$ cat src/rtl/mu_pkg.sv
package mu_pkg;
  // What an accepted token does this cycle
  typedef enum logic [1:0] {
    ACT_STORE = 2'd0,  // wait for partner
    ACT_PASS  = 2'd1,  // single-input, fire alone
    ACT_CONST = 2'd2,  // fire with resident constant
    ACT_PAIR  = 2'd3   // fire with stored partner
  } mu_action_e;
endpackage

$ cat src/rtl/mu_instr_table.sv
module mu_instr_table #(
  parameter int unsigned N_INSTR = 16,
  parameter int unsigned DATA_W  = 16,
  localparam int unsigned IA_W   = $clog2(N_INSTR)
) (
  input  logic              clk,
  input  logic              rst,
  input  logic              wr_en,
  input  logic [IA_W-1:0]   wr_addr,
  input  logic              wr_two_in,
  input  logic              wr_has_const,
  input  logic [DATA_W-1:0] wr_const,
  input  logic [IA_W-1:0]   rd_addr,
  output logic              rd_two_in,
  output logic              rd_has_const,
  output logic [DATA_W-1:0] rd_const
);
  logic [N_INSTR-1:0] two_in_q;
  logic [N_INSTR-1:0] has_const_q;
  logic [DATA_W-1:0]  const_q [N_INSTR];

  for (genvar g = 0; g < N_INSTR; g++) begin : g_ent
    always_ff @(posedge clk) begin
      if (rst) begin
        two_in_q[g]    <= 1'b1;
        has_const_q[g] <= 1'b0;
        const_q[g]     <= '0;
      end else if (wr_en && wr_addr == IA_W'(g)) begin
        two_in_q[g]    <= wr_two_in;
        has_const_q[g] <= wr_has_const;
        const_q[g]     <= wr_const;
      end
    end
  end

  assign rd_two_in    = two_in_q[rd_addr];
  assign rd_has_const = has_const_q[rd_addr];
  assign rd_const     = const_q[rd_addr];
endmodule

$ cat src/rtl/mu_token_store.sv
module mu_token_store #(
  parameter int unsigned DEPTH  = 8,
  parameter int unsigned KEY_W  = 12,
  parameter int unsigned DATA_W = 16,
  localparam int unsigned IDX_W = $clog2(DEPTH)
) (
  input  logic              clk,
  input  logic              rst,
  input  logic [KEY_W-1:0]  key,
  input  logic              wr_en,
  input  logic [DATA_W-1:0] wr_value,
  input  logic              rm_en,
  output logic              hit,
  output logic [DEPTH-1:0]  hit_vec,
  output logic [DATA_W-1:0] hit_value,
  output logic              full
);
  logic [DEPTH-1:0]  vld;
  logic [KEY_W-1:0]  keys [DEPTH];
  logic [DATA_W-1:0] vals [DEPTH];
  logic [IDX_W-1:0]  free_idx;

  for (genvar g = 0; g < DEPTH; g++) begin : g_slot
    assign hit_vec[g] = vld[g] && (keys[g] == key);

    always_ff @(posedge clk) begin
      if (rst) begin
        vld[g] <= 1'b0;
      end else if (wr_en && !vld[g] && free_idx == IDX_W'(g)) begin
        vld[g] <= 1'b1;
      end else if (rm_en && hit_vec[g]) begin
        vld[g] <= 1'b0;
      end
    end

    always_ff @(posedge clk) begin
      if (wr_en && !vld[g] && free_idx == IDX_W'(g)) begin
        keys[g] <= key;
        vals[g] <= wr_value;
      end
    end
  end

  always_comb begin
    free_idx  = '0;
    hit_value = '0;
    for (int i = DEPTH - 1; i >= 0; i--) begin
      if (!vld[i]) free_idx = IDX_W'(i);
    end
    for (int i = 0; i < DEPTH; i++) begin
      if (hit_vec[i]) hit_value = hit_value | vals[i];
    end
  end

  assign hit  = |hit_vec;
  assign full = &vld;
endmodule

$ cat src/rtl/mu_out_stage.sv
module mu_out_stage #(
  parameter int unsigned W = 44
) (
  input  logic         clk,
  input  logic         rst,
  input  logic         load,
  input  logic [W-1:0] load_data,
  output logic         free,
  output logic         out_valid,
  input  logic         out_ready,
  output logic [W-1:0] out_data
);
  assign free = !out_valid || out_ready;

  always_ff @(posedge clk) begin
    if (rst) begin
      out_valid <= 1'b0;
    end else if (load) begin
      out_valid <= 1'b1;
    end else if (out_ready) begin
      out_valid <= 1'b0;
    end
  end

  always_ff @(posedge clk) begin
    if (load) out_data <= load_data;
  end
endmodule

$ cat src/rtl/mu_match_unit.sv
module mu_match_unit #(
  parameter int unsigned N_INSTR     = 16,
  parameter int unsigned STORE_DEPTH = 8,
  parameter int unsigned CB_W        = 4,
  parameter int unsigned IT_W        = 4,
  parameter int unsigned DATA_W      = 16,
  localparam int unsigned IA_W       = $clog2(N_INSTR),
  localparam int unsigned KEY_W      = IA_W + CB_W + IT_W,
  localparam int unsigned PKT_W      = KEY_W + 2 * DATA_W
) (
  input  logic              clk,
  input  logic              rst,
  input  logic              cfg_we,
  input  logic [IA_W-1:0]   cfg_addr,
  input  logic              cfg_two_in,
  input  logic              cfg_has_const,
  input  logic [DATA_W-1:0] cfg_const,
  input  logic              in_valid,
  output logic              in_ready,
  input  logic [IA_W-1:0]   in_instr,
  input  logic [CB_W-1:0]   in_cb,
  input  logic [IT_W-1:0]   in_iter,
  input  logic              in_port,
  input  logic [DATA_W-1:0] in_value,
  output logic              out_valid,
  input  logic              out_ready,
  output logic [IA_W-1:0]   out_instr,
  output logic [CB_W-1:0]   out_cb,
  output logic [IT_W-1:0]   out_iter,
  output logic [DATA_W-1:0] out_op0,
  output logic [DATA_W-1:0] out_op1
);
  import mu_pkg::*;

  logic              tbl_two_in, tbl_has_const;
  logic [DATA_W-1:0] tbl_const;
  logic [KEY_W-1:0]  key;
  logic              st_hit, st_full;
  logic [STORE_DEPTH-1:0] st_hit_vec;
  logic [DATA_W-1:0] st_value;
  logic              out_free, acc, fires;
  mu_action_e        act;
  logic [DATA_W-1:0] partner, op0, op1;
  logic [PKT_W-1:0]  pkt_in, pkt_out;

  assign key = {in_instr, in_cb, in_iter};

  mu_instr_table #(.N_INSTR(N_INSTR), .DATA_W(DATA_W)) u_table (
    .clk(clk), .rst(rst),
    .wr_en(cfg_we), .wr_addr(cfg_addr), .wr_two_in(cfg_two_in),
    .wr_has_const(cfg_has_const), .wr_const(cfg_const),
    .rd_addr(in_instr), .rd_two_in(tbl_two_in),
    .rd_has_const(tbl_has_const), .rd_const(tbl_const)
  );

  always_comb begin
    if (!tbl_two_in)        act = ACT_PASS;
    else if (tbl_has_const) act = ACT_CONST;
    else if (st_hit)        act = ACT_PAIR;
    else                    act = ACT_STORE;
  end

  assign fires    = (act != ACT_STORE);
  assign in_ready = out_free && (fires || !st_full);
  assign acc      = in_valid && in_ready;

  mu_token_store #(.DEPTH(STORE_DEPTH), .KEY_W(KEY_W), .DATA_W(DATA_W)) u_store (
    .clk(clk), .rst(rst), .key(key),
    .wr_en(acc && act == ACT_STORE), .wr_value(in_value),
    .rm_en(acc && act == ACT_PAIR),
    .hit(st_hit), .hit_vec(st_hit_vec), .hit_value(st_value), .full(st_full)
  );

  // Operand placement by port; single-input tokens always go to op0
  always_comb begin
    partner = (act == ACT_CONST) ? tbl_const : st_value;
    if (act == ACT_PASS) begin
      op0 = in_value;
      op1 = '0;
    end else if (in_port) begin
      op0 = partner;
      op1 = in_value;
    end else begin
      op0 = in_value;
      op1 = partner;
    end
  end

  assign pkt_in = {key, op0, op1};

  mu_out_stage #(.W(PKT_W)) u_out (
    .clk(clk), .rst(rst), .load(acc && fires), .load_data(pkt_in),
    .free(out_free), .out_valid(out_valid), .out_ready(out_ready),
    .out_data(pkt_out)
  );

  assign {out_instr, out_cb, out_iter, out_op0, out_op1} = pkt_out;
endmodule

$ cat config.mk
export PLATFORM = sky130hd
export DESIGN_NAME = mu_match_unit
export DESIGN_NICKNAME = d
export VERILOG_FILES = /design/src/rtl/mu_pkg.sv /design/src/rtl/mu_instr_table.sv /design/src/rtl/mu_token_store.sv /design/src/rtl/mu_out_stage.sv /design/src/rtl/mu_match_unit.sv
export SDC_FILE = /design/constraint.sdc
export NUM_CORES = 1
export LEC_CHECK = 0
export ABC_AREA = 1
export CAP_MARGIN = 25
export CELL_PAD_IN_SITES_DETAIL_PLACEMENT = 2
export CELL_PAD_IN_SITES_GLOBAL_PLACEMENT = 2
export CORE_MARGIN = 1
export CORE_UTILIZATION = 36
export DETAILED_ROUTE_END_ITERATION = 16
export GPL_ROUTABILITY_DRIVEN = 1
export PLACE_DENSITY_LB_ADDON = 0.25
export SETUP_SLACK_MARGIN = 0.02
export SYNTH_ARGS = -nofsm -noshare
export SYNTH_HDL_FRONTEND = slang
export SYNTH_SLANG_ARGS = --single-unit
$ cat constraint.sdc
create_clock -name clk -period 4 [get_ports clk]
set_input_delay 0.8 -clock clk [delete_from_list [all_inputs] [get_ports clk]]
set_output_delay 0.8 -clock clk [all_outputs]
set_load 0.05 [all_outputs]
==> impl_metrics.env, run 1 <==
export IMPL_outcome="completed"
export IMPL_whs_ns=0.456
export IMPL_grt_pass1_wl_mm=133
export IMPL_drtAntennaViolNets=0
export IMPL_fin_crit_sh=0.943
export IMPL_wl_mm=88.5
export IMPL_cts_sinks=565
export IMPL_dp_slack_ns=0.164
export IMPL_clk_path_buf_depth=3
export IMPL_yosys_area_top_type_share=0.638
export IMPL_fin_util=0.431
export IMPL_hold_class="flip-flop to flip-flop"
export IMPL_floorplan_rows=95
export IMPL_gr_usage_met3=0.0402
export IMPL_grt_pass1_vias=21200
export IMPL_path_max_fanout=10
export IMPL_drv_slew=0
export IMPL_synth_ff_type="edfxtp_1"
export IMPL_finalNetCount=2554
export IMPL_dr_pass1_iters=5
export IMPL_antenna_found_initial=1
export IMPL_dpl_hpwl_mm=55.8
export IMPL_ys_ff_latch=565
export IMPL_yosysUniqueCellTypes=39
export IMPL_clock_fmax_mhz=265
export IMPL_avgSynthCellArea_um2=10.4
export IMPL_io_buffers=101
export IMPL_die_w_um=264
export IMPL_synth_edff_count=524
export IMPL_clk_pin_slew_ns=0.06
export IMPL_grt_ovfl_total=0
export IMPL_fin_setup_tns_ns=0
export IMPL_synthTopCellsByCount="536 x nor2_1, 524 x edfxtp_1, 387 x nand2_1, 195 x nand3_1, 149 x o21ai_0"
export IMPL_tightestPinTransition_ns=0.892
export IMPL_drc_errors=0
export IMPL_dieArea_mm2=0.0695
export IMPL_wire_per_inst_um=25.9
export IMPL_htree_levels=3
export IMPL_syn_inst=2364
export IMPL_cp_required_ns=3.20
export IMPL_vias=18800
export IMPL_core_area_mm2=0.0675
export IMPL_synth_most_common_cell="nor2_1"
export IMPL_area_delta_synth_final_pct=18.1
export IMPL_rsz0062_at_grt="no"
export IMPL_use_met1=0.309
export IMPL_use_met2=0.457
export IMPL_worstSetupPathType="primary input to primary output"
export IMPL_track_usage=0.256
export IMPL_gp_congestion=0.824
export IMPL_clock_latency_ns=0.61
export IMPL_arrival_ns=2.97
export IMPL_power_leakage_nw=10.9
export IMPL_cts_tree="yes"
export IMPL_post_route_min_period_ns=3.77
export IMPL_fin_ws_ns=0.228
export IMPL_die_h_um=264
export IMPL_vdd_ir_drop_max_v=0.000299
export IMPL_max_slew_margin=0.404
export IMPL_grt_start_max_net_pins=129
export IMPL_yosysSeqAreaShare=0.672
export IMPL_powerDensity_mw_per_mm2=472
export IMPL_antennaDiodeCount=0
export IMPL_ioPinCount=102
export IMPL_endpoint_kind="primary output"
export IMPL_yosysWarnings=0
export IMPL_hold_violations=0
export IMPL_cts_root_buf="clkbuf_16"
export IMPL_skew_ns=0.0257
export IMPL_finalSetupViolCount=0
export IMPL_syn_cell_area_mm2=0.0246
export IMPL_vias_per_cell=5.49
export IMPL_postCtsHoldBufs=0
export IMPL_drive_gt1_frac=0.0974
export IMPL_yosysTopAreaCell="edfxtp_1"
export IMPL_start_kind="primary input"
export IMPL_busiest_layer="met2"
export IMPL_synth_area_leaders="edfxtp_1 64%, nor2_1 8.2%, nand2_1 5.9%, nand3_1 4.0%, dfxtp_1 3.3%"
export IMPL_async_flop_share=0
export IMPL_maxCapViolCount=0
export IMPL_start_util=0.365
export IMPL_numCtsBuffers=67
export IMPL_synth_fp_nets=2420
export IMPL_dr_first_iter_drc_count=1208
-- state kept, by name, summed over array words and instances, names as in the netlist --
name,flops
u_store.vals,128
u_out.out_valid,1
u_store.vld,8
u_table.two_in_q,16
u_store.keys,96
u_out.out_data,44
u_table.const_q,256
u_table.has_const_q,16
-- timing repair --
item	in CTS	in global routing
resized for setup	0	2
buffers inserted	0	0
setup endpoints to repair	0	1
-- cell type report --
cell class              count  area (µm²)
fillers                  7037       38400
flip-flops and latches    565       16600
multi-input cells        1506        6900
repair buffers            195        1910
clock buffers              92        1880
well taps                 873        1090
inverters                 163         622
clock inverters            24         146
-- critical path: stages --
cell	delay, ns
clkdlybuf4s50_1	0.53
inv_2	0.16
nand2_1	0.10
o21ai_1	0.06
nor2_1	0.21
nand2_1	0.11
nor2_2	0.12
nand2_1	0.11
nand2_1	0.14
nor2_2	0.07
nand2_4	0.09
nor2_4	0.06
a21oi_1	0.24
buf_12	0.18
-- metrics by stage --
step	std cells	instance area [µm²]	power (mW)
floorplan	2364	24600	7.51
global placement	3302	27100	8.02
detailed placement	3302	27100	8.08
CTS	3418	29100	13.8
global route	3418	29100	14.1
finish	3418	29100	13.7
-- layer usage --
metal | wire length [µm] | vias to the layer above | share of wire
li1 | - | 8399 | -
met1 | 36100 | 9665 | 0.41
met2 | 45400 | 486 | 0.51
met3 | 3930 | 198 | 0.044
met4 | 3160 | 2 | 0.036
met5 | 8 | - | 0.000090
-- final timing paths --
kind                                       startpoint                             endpoint  slack [ns]  cells after the start
setup / recovery                             in_cb[3]                             in_ready        0.23                     14
hold reg to reg   u_table.has_const_q[7]$_SDFFE_PP0P_  u_table.has_const_q[7]$_SDFFE_PP0P_        0.46                      2
setup reg to reg        u_store.keys[1][10]$_DFFE_PP_        u_store.vals[1][56]$_DFFE_PP_        1.29                     14
hold / removal    u_table.has_const_q[7]$_SDFFE_PP0P_  u_table.has_const_q[7]$_SDFFE_PP0P_        0.46                      2
-- report_power, final --
part	internal [mW]	total, mW	switching [mW]	leakage [nW]
combinational	0.317	1.19	0.877	4.64
sequential	6.70	6.77	0.0718	5.23
clock	3.34	5.77	2.43	0.998
-- cell families (layout without fill, tap and decap cells) --
group / count (synthesis) / count (layout) / synth area share
AO/OA/AOI/OAI: 297 / 297 / 0.0719
XOR/XNOR: 7 / 7 / 0.00249
buffers and inverters: 293 / 474 / 0.0501
flip-flops: 565 / 565 / 0.672
AND/OR/NAND/NOR: 1202 / 1202 / 0.204
-- cells in the final DEF, fill, tap and decap left out, types with 6 or more instances in the layout --
cell	n
o21ai_1	21
inv_2	12
dfxtp_1	41
nor2_2	17
a21oi_1	22
o22ai_1	40
xnor2_1	6
clkinv_2	12
o211ai_1	9
nand2_2	6
nand3_1	195
edfxtp_1	524
o21ai_0	149
or2_0	6
nor2_1	534
o221ai_1	46
nand2_1	387
clkbuf_1	19
inv_1	143
buf_4	81
nand4_1	32
clkdlybuf4s50_1	95
o22a_1	6
buf_12	16
nor2_4	13
clkinv_1	12
clkbuf_16	71
Note: power is estimated with default switching activity, not from simulation.
==> inputs of run 2 (changes only) <==
Settings changed: ABC_AREA 1 to not set, CTS_BUF_LIST set to sky130_fd_sc_hd__clkbuf_2 sky130_fd_sc_hd__clkbuf_4 sky130_fd_sc_hd__clkbuf_8.
==> impl_metrics.env, run 2 <==
export IMPL_arrival_ns=3.04
export IMPL_avgSynthCellArea_um2=15.4
export IMPL_grt_pass1_wl_mm=110
export IMPL_final_cell_mix="524 x edfxtp_1, 216 x and2_1, 102 x clkbuf_8, 96 x xnor2_1, 96 x clkdlybuf4s50_1"
export IMPL_wl_mm=73.5
export IMPL_cts_sinks=565
export IMPL_synthTopCellsByCount="524 x edfxtp_1, 216 x and2_1, 96 x xnor2_1, 86 x mux4_2, 80 x a22oi_1"
export IMPL_vias_per_cell=5.34
export IMPL_cts_root_buf="clkbuf_8"
export IMPL_tightestPinTransition_ns=0.792
export IMPL_io_buffers=101
export IMPL_worstSetupPathType="primary input to primary output"
export IMPL_yosysSeqAreaShare=0.683
export IMPL_ys_ff_latch=565
export IMPL_async_flop_share=0
export IMPL_gp_congestion=0.780
export IMPL_critPathMaxStageDelay_ns=0.57
export IMPL_fin_crit_sh=0.961
export IMPL_yosysTopAreaCell="edfxtp_1"
export IMPL_vdd_ir_drop_max_v=0.000175
export IMPL_synth_most_common_cell="edfxtp_1"
export IMPL_cts_setup_buffers=0
export IMPL_cp_buffers_inverters=3
export IMPL_post_route_min_period_ns=3.84
export IMPL_htree_levels=3
export IMPL_dr_first_iter_drc_count=916
export IMPL_hold_class="flip-flop to flip-flop"
export IMPL_nFillCells=6345
export IMPL_grt_pass1_vias=16400
export IMPL_clock_latency_ns=0.70
export IMPL_wire_per_inst_um=27.1
export IMPL_dr_pass1_iters=4
export IMPL_start_util=0.366
export IMPL_finalSetupViolCount=0
export IMPL_instances_no_fill=2709
export IMPL_skew_ns=0.0384
export IMPL_start_kind="primary input"
export IMPL_yosysUniqueCellTypes=50
export IMPL_maxCapViolCount=0
export IMPL_fin_setup_tns_ns=0
export IMPL_power_leakage_nw=9.91
export IMPL_syn_inst=1570
export IMPL_multi_input_area_mm2=0.00709
export IMPL_antenna_found_initial=2
export IMPL_finalNetCount=1814
export IMPL_dpl_hpwl_mm=47.2
export IMPL_synth_edff_count=524
export IMPL_largest_reg_flops=256
export IMPL_cp_top_family="simple AND/OR/NAND/NOR gates"
export IMPL_whs_ns=0.464
export IMPL_clk_path_buf_depth=3
export IMPL_synth_ff_type="edfxtp_1"
export IMPL_cts_tree="yes"
export IMPL_vias=14500
export IMPL_drtAntennaViolNets=0
export IMPL_rsz0062_at_grt="no"
export IMPL_drc_errors=0
export IMPL_yosys_area_top_type_share=0.649
export IMPL_path_max_fanout=17
export IMPL_cp_required_ns=3.20
export IMPL_path_cells="clkdlybuf4s50_1 > buf_12 > xnor2_1 > nand3_1 > nor4_4 > or4_1 > nor2_4 > and3b_1 > a21boi_2 > buf_12"
export IMPL_die_w_um=261
export IMPL_syn_cell_area_mm2=0.0242
export IMPL_area_delta_synth_final_pct=18.4
export IMPL_grt_start_max_net_pins=52
export IMPL_yosysWarnings=0
export IMPL_clk_pin_slew_ns=0.05
export IMPL_core_area_mm2=0.0662
export IMPL_max_slew_margin=0.470
export IMPL_cp_slowest_cell="or4_1"
export IMPL_drive_gt1_frac=0.202
export IMPL_synth_fp_nets=1626
export IMPL_numCtsBuffers=99
export IMPL_dieArea_mm2=0.0684
export IMPL_largest_register="u_table.const_q"
export IMPL_postCtsHoldBufs=0
export IMPL_drv_slew=0
export IMPL_outcome="completed"
export IMPL_powerDensity_mw_per_mm2=455
export IMPL_regArea_mm2=0.0166
export IMPL_final_common_cell="edfxtp_1"
export IMPL_floorplan_rows=94
export IMPL_crit_top_cell="buf_12"
export IMPL_synth_area_leaders="edfxtp_1 65%, mux4_2 8.0%, and2_1 5.6%, xnor2_1 3.5%, dfxtp_1 3.4%"
export IMPL_clock_fmax_mhz=260
export IMPL_top_regs="u_table.const_q: 256 flops, u_store.vals: 128 flops, u_store.keys: 96 flops"
export IMPL_dp_cells=2521
export IMPL_grt_ovfl_total=0
export IMPL_die_h_um=261
export IMPL_ioPinCount=102
export IMPL_track_usage=0.220
export IMPL_endpoint_kind="primary output"
export IMPL_hold_violations=0
export IMPL_finalPower_mw=13.1
-- run 2: changes by cell type in the layout (fill, tap and decap cells not counted), moves of 79 or more --
cell	before	now
nor2_1	534	45
nand2_1	387	67
and2_1	0	216
nand3_1	195	13
o21ai_0	149	45
inv_1	143	40
clkbuf_8	2	102
xnor2_1	6	96
mux4_2	0	86
a22oi_1	1	80
-- run 2: final timing paths --
check	cells past startpoint	slack [ns]	startpoint	end
max	10	0.16	in_iter[2]	in_ready
min	2	0.46	u_table.has_const_q[1]$_SDFFE_PP0P_	u_table.has_const_q[1]$_SDFFE_PP0P_
max reg2reg	9	1.23	u_store.keys[0][14]$_DFFE_PP_	u_store.vals[0][25]$_DFFE_PP_
min reg2reg	2	0.46	u_table.has_const_q[1]$_SDFFE_PP0P_	u_table.has_const_q[1]$_SDFFE_PP0P_
-- run 2: final cells by class --
type,instances,share of cell area
antenna,1,0.0000872
timing repair buffer,189,0.0661
clock buffer,132,0.0568
multi-input combinational,863,0.247
tap,864,0.0377
inverter,40,0.00523
clock inverter,55,0.0104
sequential,565,0.577
-- run 2: routing by layer --
metal,vias up,global-route usage,part of all wire
met3,86,0.0352,0.044
met1,7704,0.286,0.43
met5,-,0,0
li1,6316,-,-
met4,0,0.0577,0.017
met2,355,0.382,0.51
-- run 2: power breakdown --
part           switching (mW)  total [mW]  leakage, nW  internal [mW]
combinational           0.670        1.08         3.67          0.408
sequential             0.0703        6.76         5.22           6.69
clock                    2.49        5.23         1.02           2.74
-- run 2: what timing repair did --
| item | in CTS | in global routing |
|---|---|---|
| endpoints found under the hold margin | 0 | 0 |
| setup endpoints to repair | 0 | 1 |
| resized for setup | 0 | 1 |
-- run 2: cells by family (layout without fill, tap and decap cells) --
logic type             Yosys count  after routing  share of synthesized area
flip-flops                     565            565                      0.683
AND/OR/NAND/NOR                466            466                      0.114
AO/OA/AOI/OAI                  209            209                     0.0582
buffers and inverters          142            416                     0.0276
XOR/XNOR                        96             96                     0.0347
multiplexers                    92             92                     0.0826
other                            0              1                          0
-- run 2: tightest hold or removal path, stage by stage (launching register included) --
cell and delay (ns):
dfxtp_1 0.30, inv_1 0.04, o21ai_0 0.07
-- run 2: stage by stage --
stage	utilization	area, µm²	setup slack [ns]
4_1_cts	0.433	28700	0.0724
3_3_place_gp	0.404	26800	0.152
5_1_grt	0.433	28700	0.0270
2_1_floorplan	-	24200	0.0584
3_5_place_dp	0.404	26800	0.0865
6_report	0.433	28700	0.156
==> inputs of run 3 (changes only) <==
Settings changed: PLACE_DENSITY set to 0.65, PLACE_DENSITY_LB_ADDON 0.25 to not set.
==> impl_metrics.env, run 3 (same netlist as run 2, synthesis figures left out) <==
export IMPL_outcome="completed"
export IMPL_clock_fmax_mhz=256
export IMPL_crit_end="in_ready"
export IMPL_vias=14300
export IMPL_power_leakage_nw=9.89
export IMPL_die_h_um=261
export IMPL_wl_mm=72.3
export IMPL_clock_latency_ns=0.70
export IMPL_reg2regPathDepth=8
export IMPL_start_util=0.366
export IMPL_dr_pass1_iters=5
export IMPL_final_cell_mix="524 x edfxtp_1, 216 x and2_1, 102 x clkbuf_8, 96 x xnor2_1, 96 x clkdlybuf4s50_1"
export IMPL_finalPower_mw=13.0
export IMPL_die_w_um=261
export IMPL_dpl_hpwl_mm=45.7
export IMPL_cp_top_family="simple AND/OR/NAND/NOR gates"
export IMPL_cts_tree="yes"
export IMPL_ioPinCount=102
export IMPL_clk_path_buf_depth=3
export IMPL_area_delta_synth_final_pct=18.4
export IMPL_powerDensity_mw_per_mm2=453
export IMPL_top_regs="u_table.const_q: 256 flops, u_store.vals: 128 flops, u_store.keys: 96 flops"
export IMPL_dr_first_iter_drc_count=954
export IMPL_grt_pass1_vias=16000
export IMPL_numCtsBuffers=97
export IMPL_crit_cells=10
export IMPL_clk_pin_slew_ns=0.05
export IMPL_skew_ns=0.0220
export IMPL_hold_class="flip-flop to flip-flop"
export IMPL_largest_register="u_table.const_q"
export IMPL_vdd_ir_drop_max_v=0.000189
export IMPL_hold_violations=0
export IMPL_regArea_mm2=0.0166
export IMPL_grt_pass1_wl_mm=108
export IMPL_io_buffers=101
export IMPL_track_usage=0.216
export IMPL_crit_top_cell="buf_12"
export IMPL_r2r_end="u_store.keys[0][44]$_DFFE_PP_"
export IMPL_cts_sinks=565
export IMPL_grt_ovfl_total=0
export IMPL_drv_slew=0
export IMPL_arrival_ns=3.10
export IMPL_final_common_cell="edfxtp_1"
export IMPL_antenna_found_initial=1
export IMPL_path_cells="clkdlybuf4s50_1 > buf_12 > xnor2_1 > nand4_1 > nor4_4 > or4_4 > nor2_4 > and3b_1 > a21boi_2 > buf_12"
export IMPL_r2r_start="u_table.has_const_q[11]$_SDFFE_PP0P_"
export IMPL_wire_per_inst_um=26.8
export IMPL_post_route_min_period_ns=3.90
export IMPL_grt_start_max_net_pins=61
export IMPL_htree_levels=3
export IMPL_drtAntennaViolNets=0
export IMPL_finalSetupViolCount=0
export IMPL_critPathMaxStageDelay_ns=0.51
export IMPL_ff2ff_setup_slack_ns=1.16
export IMPL_worstSetupPathType="primary input to primary output"
export IMPL_cp_buffers_inverters=3
export IMPL_vias_per_cell=5.30
export IMPL_cts_root_buf="clkbuf_8"
export IMPL_dieArea_mm2=0.0684
export IMPL_nFillCells=6361
export IMPL_drive_gt1_frac=0.203
export IMPL_core_area_mm2=0.0662
export IMPL_start_kind="primary input"
export IMPL_cp_slowest_cell="clkdlybuf4s50_1"
export IMPL_tightestPinTransition_ns=0.787
export IMPL_drc_errors=0
export IMPL_critical_path_startpoint="in_iter[2]"
export IMPL_largest_reg_flops=256
export IMPL_path_max_fanout=17
export IMPL_maxCapViolCount=0
export IMPL_max_slew_margin=0.474
export IMPL_whs_ns=0.469
export IMPL_fin_crit_sh=0.976
export IMPL_multi_input_area_mm2=0.00709
export IMPL_whs_path_depth=2
export IMPL_gp_congestion=0.776
export IMPL_finalNetCount=1816
export IMPL_floorplan_rows=94
export IMPL_endpoint_kind="primary output"
export IMPL_cp_required_ns=3.20
run 3: cell types whose count changed in the layout (fill, tap and decap cells not counted):
cell | before | now
clkinv_2 | 16 | 4
clkbuf_4 | 30 | 38
clkinv_1 | 30 | 23
buf_4 | 71 | 75
or4_1 | 2 | 0
or4_4 | 0 | 2
inv_12 | 1 | 0
inv_6 | 2 | 3
inv_8 | 1 | 0
run 3: worst min path at each step:
stage,startpoint,endpoint
6_report,u_table.has_const_q[15]$_SDFFE_PP0P_,u_table.has_const_q[15]$_SDFFE_PP0P_
4_1_cts,u_table.has_const_q[2]$_SDFFE_PP0P_,u_table.has_const_q[2]$_SDFFE_PP0P_
5_1_grt,u_table.has_const_q[15]$_SDFFE_PP0P_,u_table.has_const_q[15]$_SDFFE_PP0P_
3_5_place_dp,u_table.has_const_q[2]$_SDFFE_PP0P_,u_table.has_const_q[2]$_SDFFE_PP0P_
3_3_place_gp,u_table.has_const_q[13]$_SDFFE_PP0P_,u_table.has_const_q[13]$_SDFFE_PP0P_
2_1_floorplan,u_table.has_const_q[14]$_SDFFE_PP0P_,u_table.has_const_q[14]$_SDFFE_PP0P_
run 3: where the power goes:
| group | switching, mW | total, mW | leakage, nW | internal (mW) |
|---|---|---|---|---|
| logic | 0.668 | 1.08 | 3.68 | 0.411 |
| registers | 0.0688 | 6.76 | 5.22 | 6.69 |
| clock network | 2.40 | 5.16 | 0.988 | 2.77 |
run 3: tightest hold or removal path: cells and delay by family (launching register included):
family | cells | cell delay, ns
compound gates | 1 | 0.07
flops | 1 | 0.31
buf+inv | 1 | 0.04
run 3: metal layers:
metal | track usage | part of all wire | wire length (µm) | vias to the layer above
li1 | - | - | - | 6317
met1 | 0.284 | 0.44 | 31700 | 7576
met2 | 0.369 | 0.50 | 36200 | 311
met3 | 0.0381 | 0.042 | 3020 | 103
met4 | 0.0538 | 0.019 | 1390 | 0
met5 | 0 | 0 | 0 | -
run 3: cell type report:
| class | instances | share of cell area |
|---|---|---|
| multi-input combinational | 863 | 0.247 |
| timing repair buffer | 193 | 0.0671 |
| inverter | 40 | 0.00523 |
| antenna | 1 | 0.0000872 |
| clock buffer | 140 | 0.0589 |
| tap | 864 | 0.0377 |
| clock inverter | 35 | 0.00672 |
| sequential | 565 | 0.577 |
run 3: metrics by stage:
stage | setup TNS, ns | util | instance area, µm² | setup slack [ns] | cells
after floorplan | 0 | - | 24200 | 0.0584 | 1570
after detailed placement | 0 | 0.405 | 26800 | 0.0318 | 2525
after global placement | 0 | 0.405 | 26800 | 0.144 | 2525
final | 0 | 0.433 | 28700 | 0.0964 | 2701
after CTS | 0 | 0.433 | 28700 | 0.0752 | 2700
after global routing | -0.0292 | 0.433 | 28700 | -0.0292 | 2700
run 3: timing repair:
| item | 4_1_cts | 5_1_grt |
|---|---|---|
| pin swaps | 0 | 5 |
| gates cloned | 0 | 0 |
| endpoints found under the setup margin | 1 | 1 |
| gates resized for setup | 1 | 2 |
| hold buffers | 0 | 0 |
| setup buffers | 0 | 0 |
